===== src/rtl/gpio_bank_pkg.sv =====
package gpio_bank_pkg;
    localparam int REG_W = 8;
    localparam int IDX_W = 8;
    localparam logic [1:0] FUNC_GPIO = 2'd2;

    typedef struct packed {
        logic [REG_W-1:0] dir;
        logic [REG_W-1:0] data;
        logic [REG_W-1:0] inv;
    } port_regs_t;

    typedef struct packed {
        logic [REG_W-1:0] enable;
        logic [REG_W-1:0] drive_mode;
        logic [REG_W-1:0] pin_func;
        logic [REG_W-1:0] rdata;
    } glob_regs_t;
endpackage


===== src/rtl/gpio_port_regs.sv =====
module gpio_port_regs
    import gpio_bank_pkg::*;
#(
    parameter int              PINS    = 8,
    parameter logic [IDX_W-1:0] IDX_DIR = 8'hE0
) (
    input  logic             clk,
    input  logic             rst_n,
    input  logic             wr_en,
    input  logic [IDX_W-1:0] wr_idx,
    input  logic [REG_W-1:0] wr_data,
    output port_regs_t       regs
);
    localparam logic [REG_W-1:0] PIN_MASK = {REG_W{1'b1}} >> (REG_W - PINS);
    localparam logic [IDX_W-1:0] IDX_DATA = IDX_DIR + 8'd1;
    localparam logic [IDX_W-1:0] IDX_INV  = IDX_DIR + 8'd2;

    port_regs_t r_d, r_q;

    always_comb begin
        r_d = r_q;
        if (wr_en) begin
            if (wr_idx == IDX_DIR)  r_d.dir  = wr_data & PIN_MASK;
            if (wr_idx == IDX_DATA) r_d.data = wr_data & PIN_MASK;
            if (wr_idx == IDX_INV)  r_d.inv  = wr_data & PIN_MASK;
        end
    end

    always_ff @(posedge clk) begin
        if (!rst_n) begin
            r_q.dir  <= PIN_MASK;
            r_q.data <= '0;
            r_q.inv  <= '0;
        end else begin
            r_q <= r_d;
        end
    end

    assign regs = r_q;

    // Registers change only on a write strobe
    p_hold_r3: assert property (@(posedge clk) disable iff (!rst_n)
        !wr_en |=> $stable(r_q));

    // A write to the direction index lands, masked to implemented pins
    p_dir_write_r9: assert property (@(posedge clk) disable iff (!rst_n)
        (wr_en && wr_idx == IDX_DIR) |=> r_q.dir == ($past(wr_data) & PIN_MASK));
endmodule


===== src/rtl/gpio_pin_drive.sv =====
module gpio_pin_drive
    import gpio_bank_pkg::*;
#(
    parameter int PINS = 8
) (
    input  port_regs_t       regs,
    input  logic             enabled,
    input  logic             active,
    input  logic             push_pull,
    input  logic [REG_W-1:0] pin_in,
    output logic [REG_W-1:0] pin_out,
    output logic [REG_W-1:0] pin_oe,
    output logic [REG_W-1:0] rd_val
);
    localparam logic [REG_W-1:0] PIN_MASK = {REG_W{1'b1}} >> (REG_W - PINS);

    logic [REG_W-1:0] level;
    logic [REG_W-1:0] want;

    always_comb begin
        level   = regs.data ^ regs.inv;
        want    = ~regs.dir & PIN_MASK & {REG_W{active}};
        pin_oe  = push_pull ? want : (want & ~level);
        pin_out = push_pull ? (level & pin_oe) : '0;
        rd_val  = enabled
                ? (((regs.dir & (pin_in ^ regs.inv)) | (~regs.dir & regs.data)) & PIN_MASK)
                : '0;
    end
endmodule


===== src/rtl/gpio_bank_pair.sv =====
module gpio_bank_pair
    import gpio_bank_pkg::*;
#(
    parameter int               NARROW_PINS = 5,
    parameter logic [IDX_W-1:0] IDX_EN      = 8'h30,
    parameter logic [IDX_W-1:0] IDX_DRV     = 8'h29,
    parameter logic [IDX_W-1:0] IDX_FUNC    = 8'h2C,
    parameter logic [IDX_W-1:0] BASE_A      = 8'hE0,
    parameter logic [IDX_W-1:0] BASE_B      = 8'hE4,
    parameter int               DRV_BIT_A   = 3,
    parameter int               DRV_BIT_B   = 4
) (
    input  logic        clk,
    input  logic        rst_n,
    input  logic        reg_we,
    input  logic        reg_re,
    input  logic [7:0]  reg_idx,
    input  logic [7:0]  reg_wdata,
    output logic [7:0]  reg_rdata,
    input  logic [1:0]  pin_claim,
    input  logic [15:0] pin_in,
    output logic [15:0] pin_out,
    output logic [15:0] pin_oe
);
    localparam int NPORTS = 2;
    localparam logic [REG_W-1:0] EN_MASK = {REG_W{1'b1}} >> (REG_W - NPORTS);

    glob_regs_t g_d, g_q;
    port_regs_t       regs   [NPORTS];
    logic [REG_W-1:0] rd_val [NPORTS];
    logic [NPORTS-1:0] active, push_pull;
    logic [REG_W-1:0] rd_mux;

    for (genvar p = 0; p < NPORTS; p++) begin : g_port
        localparam int               PINS = (p == 0) ? REG_W : NARROW_PINS;
        localparam logic [IDX_W-1:0] BASE = (p == 0) ? BASE_A : BASE_B;
        localparam int               DBIT = (p == 0) ? DRV_BIT_A : DRV_BIT_B;

        if (p == 0) begin : g_func_gate
            assign active[p] = g_q.enable[p] & ~pin_claim[p]
                             & (g_q.pin_func[1:0] == FUNC_GPIO);
        end else begin : g_plain
            assign active[p] = g_q.enable[p] & ~pin_claim[p];
        end
        assign push_pull[p] = g_q.drive_mode[DBIT];

        gpio_port_regs #(.PINS(PINS), .IDX_DIR(BASE)) u_regs (
            .clk     (clk),
            .rst_n   (rst_n),
            .wr_en   (reg_we),
            .wr_idx  (reg_idx),
            .wr_data (reg_wdata),
            .regs    (regs[p])
        );

        gpio_pin_drive #(.PINS(PINS)) u_drive (
            .regs      (regs[p]),
            .enabled   (g_q.enable[p]),
            .active    (active[p]),
            .push_pull (push_pull[p]),
            .pin_in    (pin_in[p*REG_W +: REG_W]),
            .pin_out   (pin_out[p*REG_W +: REG_W]),
            .pin_oe    (pin_oe[p*REG_W +: REG_W]),
            .rd_val    (rd_val[p])
        );

        // A cleared enable bit leaves the whole port undriven
        p_enable_gate_r2: assert property (@(posedge clk) disable iff (!rst_n)
            !g_q.enable[p] |-> pin_oe[p*REG_W +: REG_W] == '0);

        // An external claim leaves the whole port undriven
        p_claim_gate_r11: assert property (@(posedge clk) disable iff (!rst_n)
            pin_claim[p] |-> pin_oe[p*REG_W +: REG_W] == '0);

        // Open-drain never drives a high value
        p_od_low_r6: assert property (@(posedge clk) disable iff (!rst_n)
            !push_pull[p] |-> pin_out[p*REG_W +: REG_W] == '0);
    end

    always_comb begin
        rd_mux = '0;
        case (reg_idx)
            IDX_EN:           rd_mux = g_q.enable;
            IDX_DRV:          rd_mux = g_q.drive_mode;
            IDX_FUNC:         rd_mux = g_q.pin_func;
            BASE_A:           rd_mux = regs[0].dir;
            BASE_A + 8'd1:    rd_mux = rd_val[0];
            BASE_A + 8'd2:    rd_mux = regs[0].inv;
            BASE_B:           rd_mux = regs[1].dir;
            BASE_B + 8'd1:    rd_mux = rd_val[1];
            BASE_B + 8'd2:    rd_mux = regs[1].inv;
            default:          rd_mux = '0;
        endcase
    end

    always_comb begin
        g_d       = g_q;
        g_d.rdata = '0;
        if (reg_we) begin
            if (reg_idx == IDX_EN)   g_d.enable     = reg_wdata & EN_MASK;
            if (reg_idx == IDX_DRV)  g_d.drive_mode = reg_wdata;
            if (reg_idx == IDX_FUNC) g_d.pin_func   = reg_wdata;
        end
        if (reg_re) g_d.rdata = rd_mux;
    end

    always_ff @(posedge clk) begin
        if (!rst_n) g_q <= '0;
        else        g_q <= g_d;
    end

    assign reg_rdata = g_q.rdata;

    // Read data is quiet in any cycle not following a read strobe
    p_rdata_quiet_r12: assert property (@(posedge clk) disable iff (!rst_n)
        !reg_re |=> reg_rdata == '0);

    // First port stays off the pads unless the function field selects GPIO
    p_func_gate_r10: assert property (@(posedge clk) disable iff (!rst_n)
        (g_q.pin_func[1:0] != FUNC_GPIO) |-> pin_oe[REG_W-1:0] == '0);

    // Missing pins of the narrow port are never driven
    p_narrow_r9: assert property (@(posedge clk) disable iff (!rst_n)
        pin_oe[2*REG_W-1:REG_W+NARROW_PINS] == '0);
endmodule


===== config.mk =====
export PLATFORM = sky130hd
export DESIGN_NAME = gpio_bank_pair
export DESIGN_NICKNAME = d
export VERILOG_FILES = /design/src/rtl/gpio_bank_pkg.sv /design/src/rtl/gpio_port_regs.sv /design/src/rtl/gpio_pin_drive.sv /design/src/rtl/gpio_bank_pair.sv
export SDC_FILE = /design/constraint.sdc
export NUM_CORES = 1
export LEC_CHECK = 0
export BUFFER_PORTS_ARGS = -buffer_cell sky130_fd_sc_hd__buf_2
export CAP_MARGIN = 20
export CORE_ASPECT_RATIO = 0.75
export CORE_UTILIZATION = 50
export DETAILED_ROUTE_END_ITERATION = 10
export HOLD_SLACK_MARGIN = 0.08
export PLACE_DENSITY = 0.82
export REMOVE_ABC_BUFFERS = 1
export SLEW_MARGIN = 15
export SYNTH_ARGS = -nofsm -noshare
export SYNTH_HDL_FRONTEND = slang
export SYNTH_SLANG_ARGS = --single-unit

===== constraint.sdc =====
create_clock -name clk -period 1.8 [get_ports clk]
set_input_delay 0.36 -clock clk [delete_from_list [all_inputs] [get_ports clk]]
set_output_delay 0.36 -clock clk [all_outputs]
set_load 0.02 [all_outputs]

Yosys cells after proc, flatten, opt, wreduce, memory -nomap -nowiden

Index checks and enable logic that the tools add are counted.

Flip-flop bits (word level): 65
Bits of input ports: 38
Output and inout port bits: 40
Word-level logic and storage cells: 62

Eq/ne operators: 10
Muxes and demuxes: 7
Bitwise gates (word level): 25
Reduce and logical (&&, ||, !) cells: 10

Operators by type and width:

| operator                                                        | number |
|---|---|
| 8-bit case mux with 9 select lines                              | 1 |
| 8-bit AND                                                       | 7 |
| 8-bit == test, second input constant                            | 6 |
| 8-bit two-way mux                                               | 5 |
| 8-bit by 6-bit == test with 1-bit output, second input constant | 3 |
| 8-bit NOT                                                       | 3 |
| 2-bit AND reduction                                             | 10 |
| 8-bit bitwise XOR                                               | 2 |
| 5-bit AND                                                       | 2 |
| 5-bit bitwise XOR                                               | 2 |
| 5-bit by 8-bit AND with 8-bit output                            | 1 |
| 8-bit bitwise OR                                                | 1 |
| 5-bit two-way mux                                               | 1 |
| 5-bit NOT                                                       | 1 |
| 5-bit bitwise OR                                                | 1 |
| 1-bit AND                                                       | 3 |
| 2-bit == test, second input constant                            | 1 |
| 1-bit NOT                                                       | 2 |

Depth between registers and ports, before layout

Word-level depth: 8
Gate-level depth with buffers: 6
Gate-level depth less buffers: 4

Modules after synthesis

A second synthesis with hierarchy kept.

Cells, all modules: 476
Area total of the unflattened synthesis: 4,204.0 um2

Modules (own cells, without submodules):

| module                              | times used | cells an instance | area each (um2) | sequential area each (um2) |
|---|---|---|---|---|
| gpio_bank_pair                      | 1          | 197               | 1,720.4         | 520.5 |
| gpio_port_regs at g_port[0].u_regs  | 1          | 100               | 1,024.7         | 480.5 |
| gpio_port_regs at g_port[1].u_regs  | 1          | 74                | 729.4           | 300.3 |
| gpio_pin_drive at g_port[0].u_drive | 1          | 58                | 386.6           | 0.0 |
| gpio_pin_drive at g_port[1].u_drive | 1          | 47                | 342.8           | 0.0 |

Worst setup path after synthesis

No wires, ideal clock.

Path kind: input to register
Start point: in reg_idx[1]
End point: reg g_port[0].u_regs.r_q, in the netlist g_port[0].u_regs.regs[16]
Library setup time: 0.129 ns
Data arrival time: 1.655 ns
Required time: 1.671 ns
Path slack: 0.015 ns
Stages: 6
Path buffers: 2
Cell sequence: buf_2 -> or3b_4 -> or4_1 -> buf_6 -> mux2i_1 -> nand2_1

Word-level cells in the longest chain between the ends: 2

RTL lines:

| element                       | RTL line             | text |
|---|---|---|
| start, declared               | gpio_bank_pair.sv:17 | `input logic [7:0] reg_idx,` |
| 8-bit == test                 | gpio_port_regs.sv:23 | `if (wr_idx == IDX_DIR) r_d.dir = wr_data & PIN_MASK;` |
| 2-bit AND reduction (no line) | n/a                  |  |
| end signal, assigned          | gpio_port_regs.sv:35 | `r_q <= r_d;` |
| end, declared                 | gpio_port_regs.sv:18 | `port_regs_t r_d, r_q;` |

No other way between the ends.
A chain may end at the register's enable or synchronous reset.

Worst setup path in the final report

Start point: reg g_q[8] (netlist bit)
End point: out pin_out[0]

Word-level cells in the longest chain between the ends: 7

RTL lines:

| element                | RTL line              | text |
|---|---|---|
| start, declared        | gpio_bank_pair.sv:28  | `glob_regs_t g_d, g_q;` |
| start signal, assigned | gpio_bank_pair.sv:109 | `else g_q <= g_d;` |
| 2-bit == test *        | gpio_bank_pair.sv:41  | `& (g_q.pin_func[1:0] == FUNC_GPIO);` |
| 1-bit AND *            | gpio_bank_pair.sv:41  |  |
| 8-bit AND *            | gpio_pin_drive.sv:22  | `want = ~regs.dir & PIN_MASK & {REG_W{active}};` |
| 8-bit AND              | gpio_pin_drive.sv:23  | `pin_oe = push_pull ? want : (want & ~level);` |
| 8-bit two-way mux *    | gpio_pin_drive.sv:23  |  |
| 8-bit AND *            | gpio_pin_drive.sv:24  | `pin_out = push_pull ? (level & pin_oe) : '0;` |
| 8-bit two-way mux *    | gpio_pin_drive.sv:24  |  |
| end, declared          | gpio_bank_pair.sv:22  | `output logic [15:0] pin_out,` |

Mark *: on every way between the ends. The rest lies on a longest branch, timed or not.

==> flow_summary.ini <==
[drt]
via_count = 3526
wl_per_cell_um = 17.5
drtIter0Drc = 230
drc = 0
drt_wl_total_um = 10900
avgViaCountPerCell = 5.70
final_antenna_net_count = 0
first_pass_iters = 6

[timing]
max-slew-margin-rel_pct = 42.8
tightestPinTransition_ns = 0.857
setup_viol = 8
timing.final.ws_setup_ns = -0.0482
period_share_pct = 103
whs_ns = 0.297
min_period_ns = 1.85
slew_viol_final = 0
finClkSkew_ns = 0.00686
fmax_mhz = 541
rsz0062_at_grt = yes
hold_violations = 0

[floorplanning]
start_util_pct = 53.1
core_area_mm2 = 0.00699
die_w_um = 102
num_io_pins = 78
die_h_um = 76.7
fp-row-count = 26
die-area_mm2 = 0.00778

[finish]
n_antenna_cell = 0
finalNetCount = 554
syn2layout_area_growth_pct = 30.0
n_fill_cell = 539
stdcell_count = 619
fin_util_pct = 69.1
multiInputGateArea_mm2 = 0.00234
seq_area_mm2 = 0.00131
drive_gt1_share_pct = 34.0

[hold_path]
min_path_type = primary input to flip-flop
holdPathStages = 3

[worst_setup_path]
arrival_ns = 1.49
reg2reg_depth = 4
slowest_delay_ns = 0.33
path_depth = 6
crit_chain = nor2_2, nand4_1, buf_6, buf_6, nor3_2, buf_4
start_kind = flip-flop
timing.critical_path.fanout_max = 4
path_class = flip-flop to primary output
crit_buf_inv = 3
r2r-end = reg_rdata[1]
critical_path.most_common_cell = buf_6
cp_slowest_cell = dfxtp_2
worstSetupStartpoint = g_q[8]
crit_required_ns = 1.44
crit_end = pin_out[0]
reg2reg_slack_ns = 0.44
cp_top_family = buffers and inverters
cp-end-kind = primary output
r2r-start = g_port[1].u_regs.regs[1]

[yosys]
synth.top_cell.area_share_pct = 35.0
synth_edf_count = 0
synth_cell_types = 49
yosysMostFrequentCell = dfxtp_1
synth.cell_area_mm2 = 0.00372
synth_common_cells = 65 x dfxtp_1, 45 x mux2i_1, 42 x nand2_1, 36 x nor3_1
avgSynthCellArea_um2 = 8.83
seq_area_frac_synth_pct = 35.0
ys_ff_latch = 65
synth-async-reset-ratio_pct = 0
yosysWarnings = 0
ys_dominant_reg_cell = dfxtp_1
synth_top_area_cell = dfxtp_1
syn_inst = 421
ys_top_cells_by_area = dfxtp_1 35%, mux2i_1 12%, xnor2_1 6.4%, nor3_1 4.8%, nor2b_1 4.5%

[clock_network]
htreeDepth = 3
cts_sinks = 65
cts_tree = done
clk_path_buf_depth = 2
insertion_delay_ns = 0.35
cts_buffers = 9
root_buffer = clkbuf_8
path_clk_slew_ns = 0.07

[power]
ir_drop_v = 0.000362
power_leakage_nw = 2.01
power.density_mw_per_mm2 = 595

[grt]
overflow = 0
antenna_found_initial = 0
grt_max_degree = 44
grt_pass1_wl_um = 16900
grt_pass1_vias = 3312
gr-usage-all-layers_pct = 28.4

[placed_design]
hpwlAfterDp_um = 7550
io_buffers = 68
gp_congestion = 0.922
dp_cells = 599

[flow_run]
cap_viol_max_count = 0

[run_status]
failed_checks = negative setup slack
status = finished, violations left
-- worst min path at each step --
stage,startpoint,end,slack (ns)
6_report,reg_wdata[6],g_port[0].u_regs.regs[22],0.30
5_1_grt,reg_wdata[7],g_port[0].u_regs.regs[23],0.30
4_1_cts,reg_wdata[6],g_port[0].u_regs.regs[22],0.29
3_5_place_dp,g_q[21],g_q[21],0.45
3_3_place_gp,g_q[22],g_q[22],0.44
2_1_floorplan,rst_n,g_port[0].u_regs.regs[16],0.42
-- kinds of logic (layout without fill, tap and decap cells) --
kind of cell              count (synthesis)  count (layout)  synth area share, %
muxes                                    50              50                 14.2
and+or+nand+nor                         178             178                 26.8
xor gates and xnor gates                 27              27                 6.36
AOI/OAI and AO/OA                        54              54                 10.7
DFF                                      65              65                 35.0
other                                     1               6                0.101
buffers and inverters                    46             141                 6.70
-- cells in the final DEF (no fill, tap or decap), types with 3 or more instances in the layout --
master	synthesis	final
dfxtp_1	65	61
buf_2	7	55
buf_4	14	54
mux2i_1	45	45
nand2_1	42	42
nor2b_1	27	27
xnor2_1	27	22
nor3_1	36	21
nand3_1	21	21
nor2_1	20	19
a21boi_1	16	16
nor3_2	0	11
clkbuf_8	0	11
o211ai_1	8	8
buf_6	2	8
a21oi_1	7	7
conb_1	1	6
nor3_4	1	5
a221oi_1	5	5
a22oi_1	5	5
buf_12	0	5
nand3b_1	4	4
xnor2_2	0	4
a31oi_1	4	4
dfxtp_2	0	4
inv_1	3	3
and3_1	3	3
mux2_2	3	3
clkinvlp_4	0	3
-- timing repair --
item,in CTS,in global routing
buffers inserted,3,1
pin swaps,4,3
endpoints found under the setup margin,15,22
hold buffers,0,0
gates resized for setup,26,26
-- registers in the layout (all words and copies together) (netlist names) --
name / cells
g_q: 18
reg_rdata: 8
g_port.u_regs.regs: 39
-- power by group --
group | internal, mW | leakage [nW] | total [mW] | switching, mW
clock network | 0.572 | 0.0846 | 1.14 | 0.573
registers | 1.44 | 0.526 | 1.44 | 0.00202
logic | 0.134 | 1.40 | 0.288 | 0.154
total | 2.14 | 2.01 | 2.87 | 0.729
-- tightest hold or removal path, cell delays in order --
cell and delay, ns:
buf_2 0.13, mux2i_1 0.08, nand2_1 0.06
-- final cells by class --
| type | instances | area share, % |
|---|---|---|
| Clock buffer | 12 | 3.21 |
| Tap cell | 98 | 2.54 |
| Clock inverter | 4 | 0.570 |
| Timing Repair Buffer | 122 | 18.0 |
| Inverter | 3 | 0.233 |
| Multi-Input combinational cell | 315 | 48.4 |
| Sequential cell | 65 | 27.0 |
-- through the flow --
stage | area (um^2) | worst slack, ns | setup TNS [ns] | total power [mW]
2_1_floorplan | 3500 | -0.120 | -0.960 | 1.58
3_3_place_gp | 4400 | -0.123 | -2.22 | 1.75
3_5_place_dp | 4400 | -0.181 | -3.49 | 1.75
4_1_cts | 4700 | -0.0185 | -0.0403 | 2.88
5_1_grt | 4830 | -0.105 | -0.938 | 2.97
6_report | 4830 | -0.0482 | -0.171 | 2.87
-- per-layer routing --
layer | GRT usage [%] | part of all wire (%)
met1 | 39.0 | 44
met2 | 43.4 | 45
met3 | 7.84 | 8.8
met4 | 8.41 | 1.9
met5 | 0 | 0
Power figures use the tool's default switching activity.
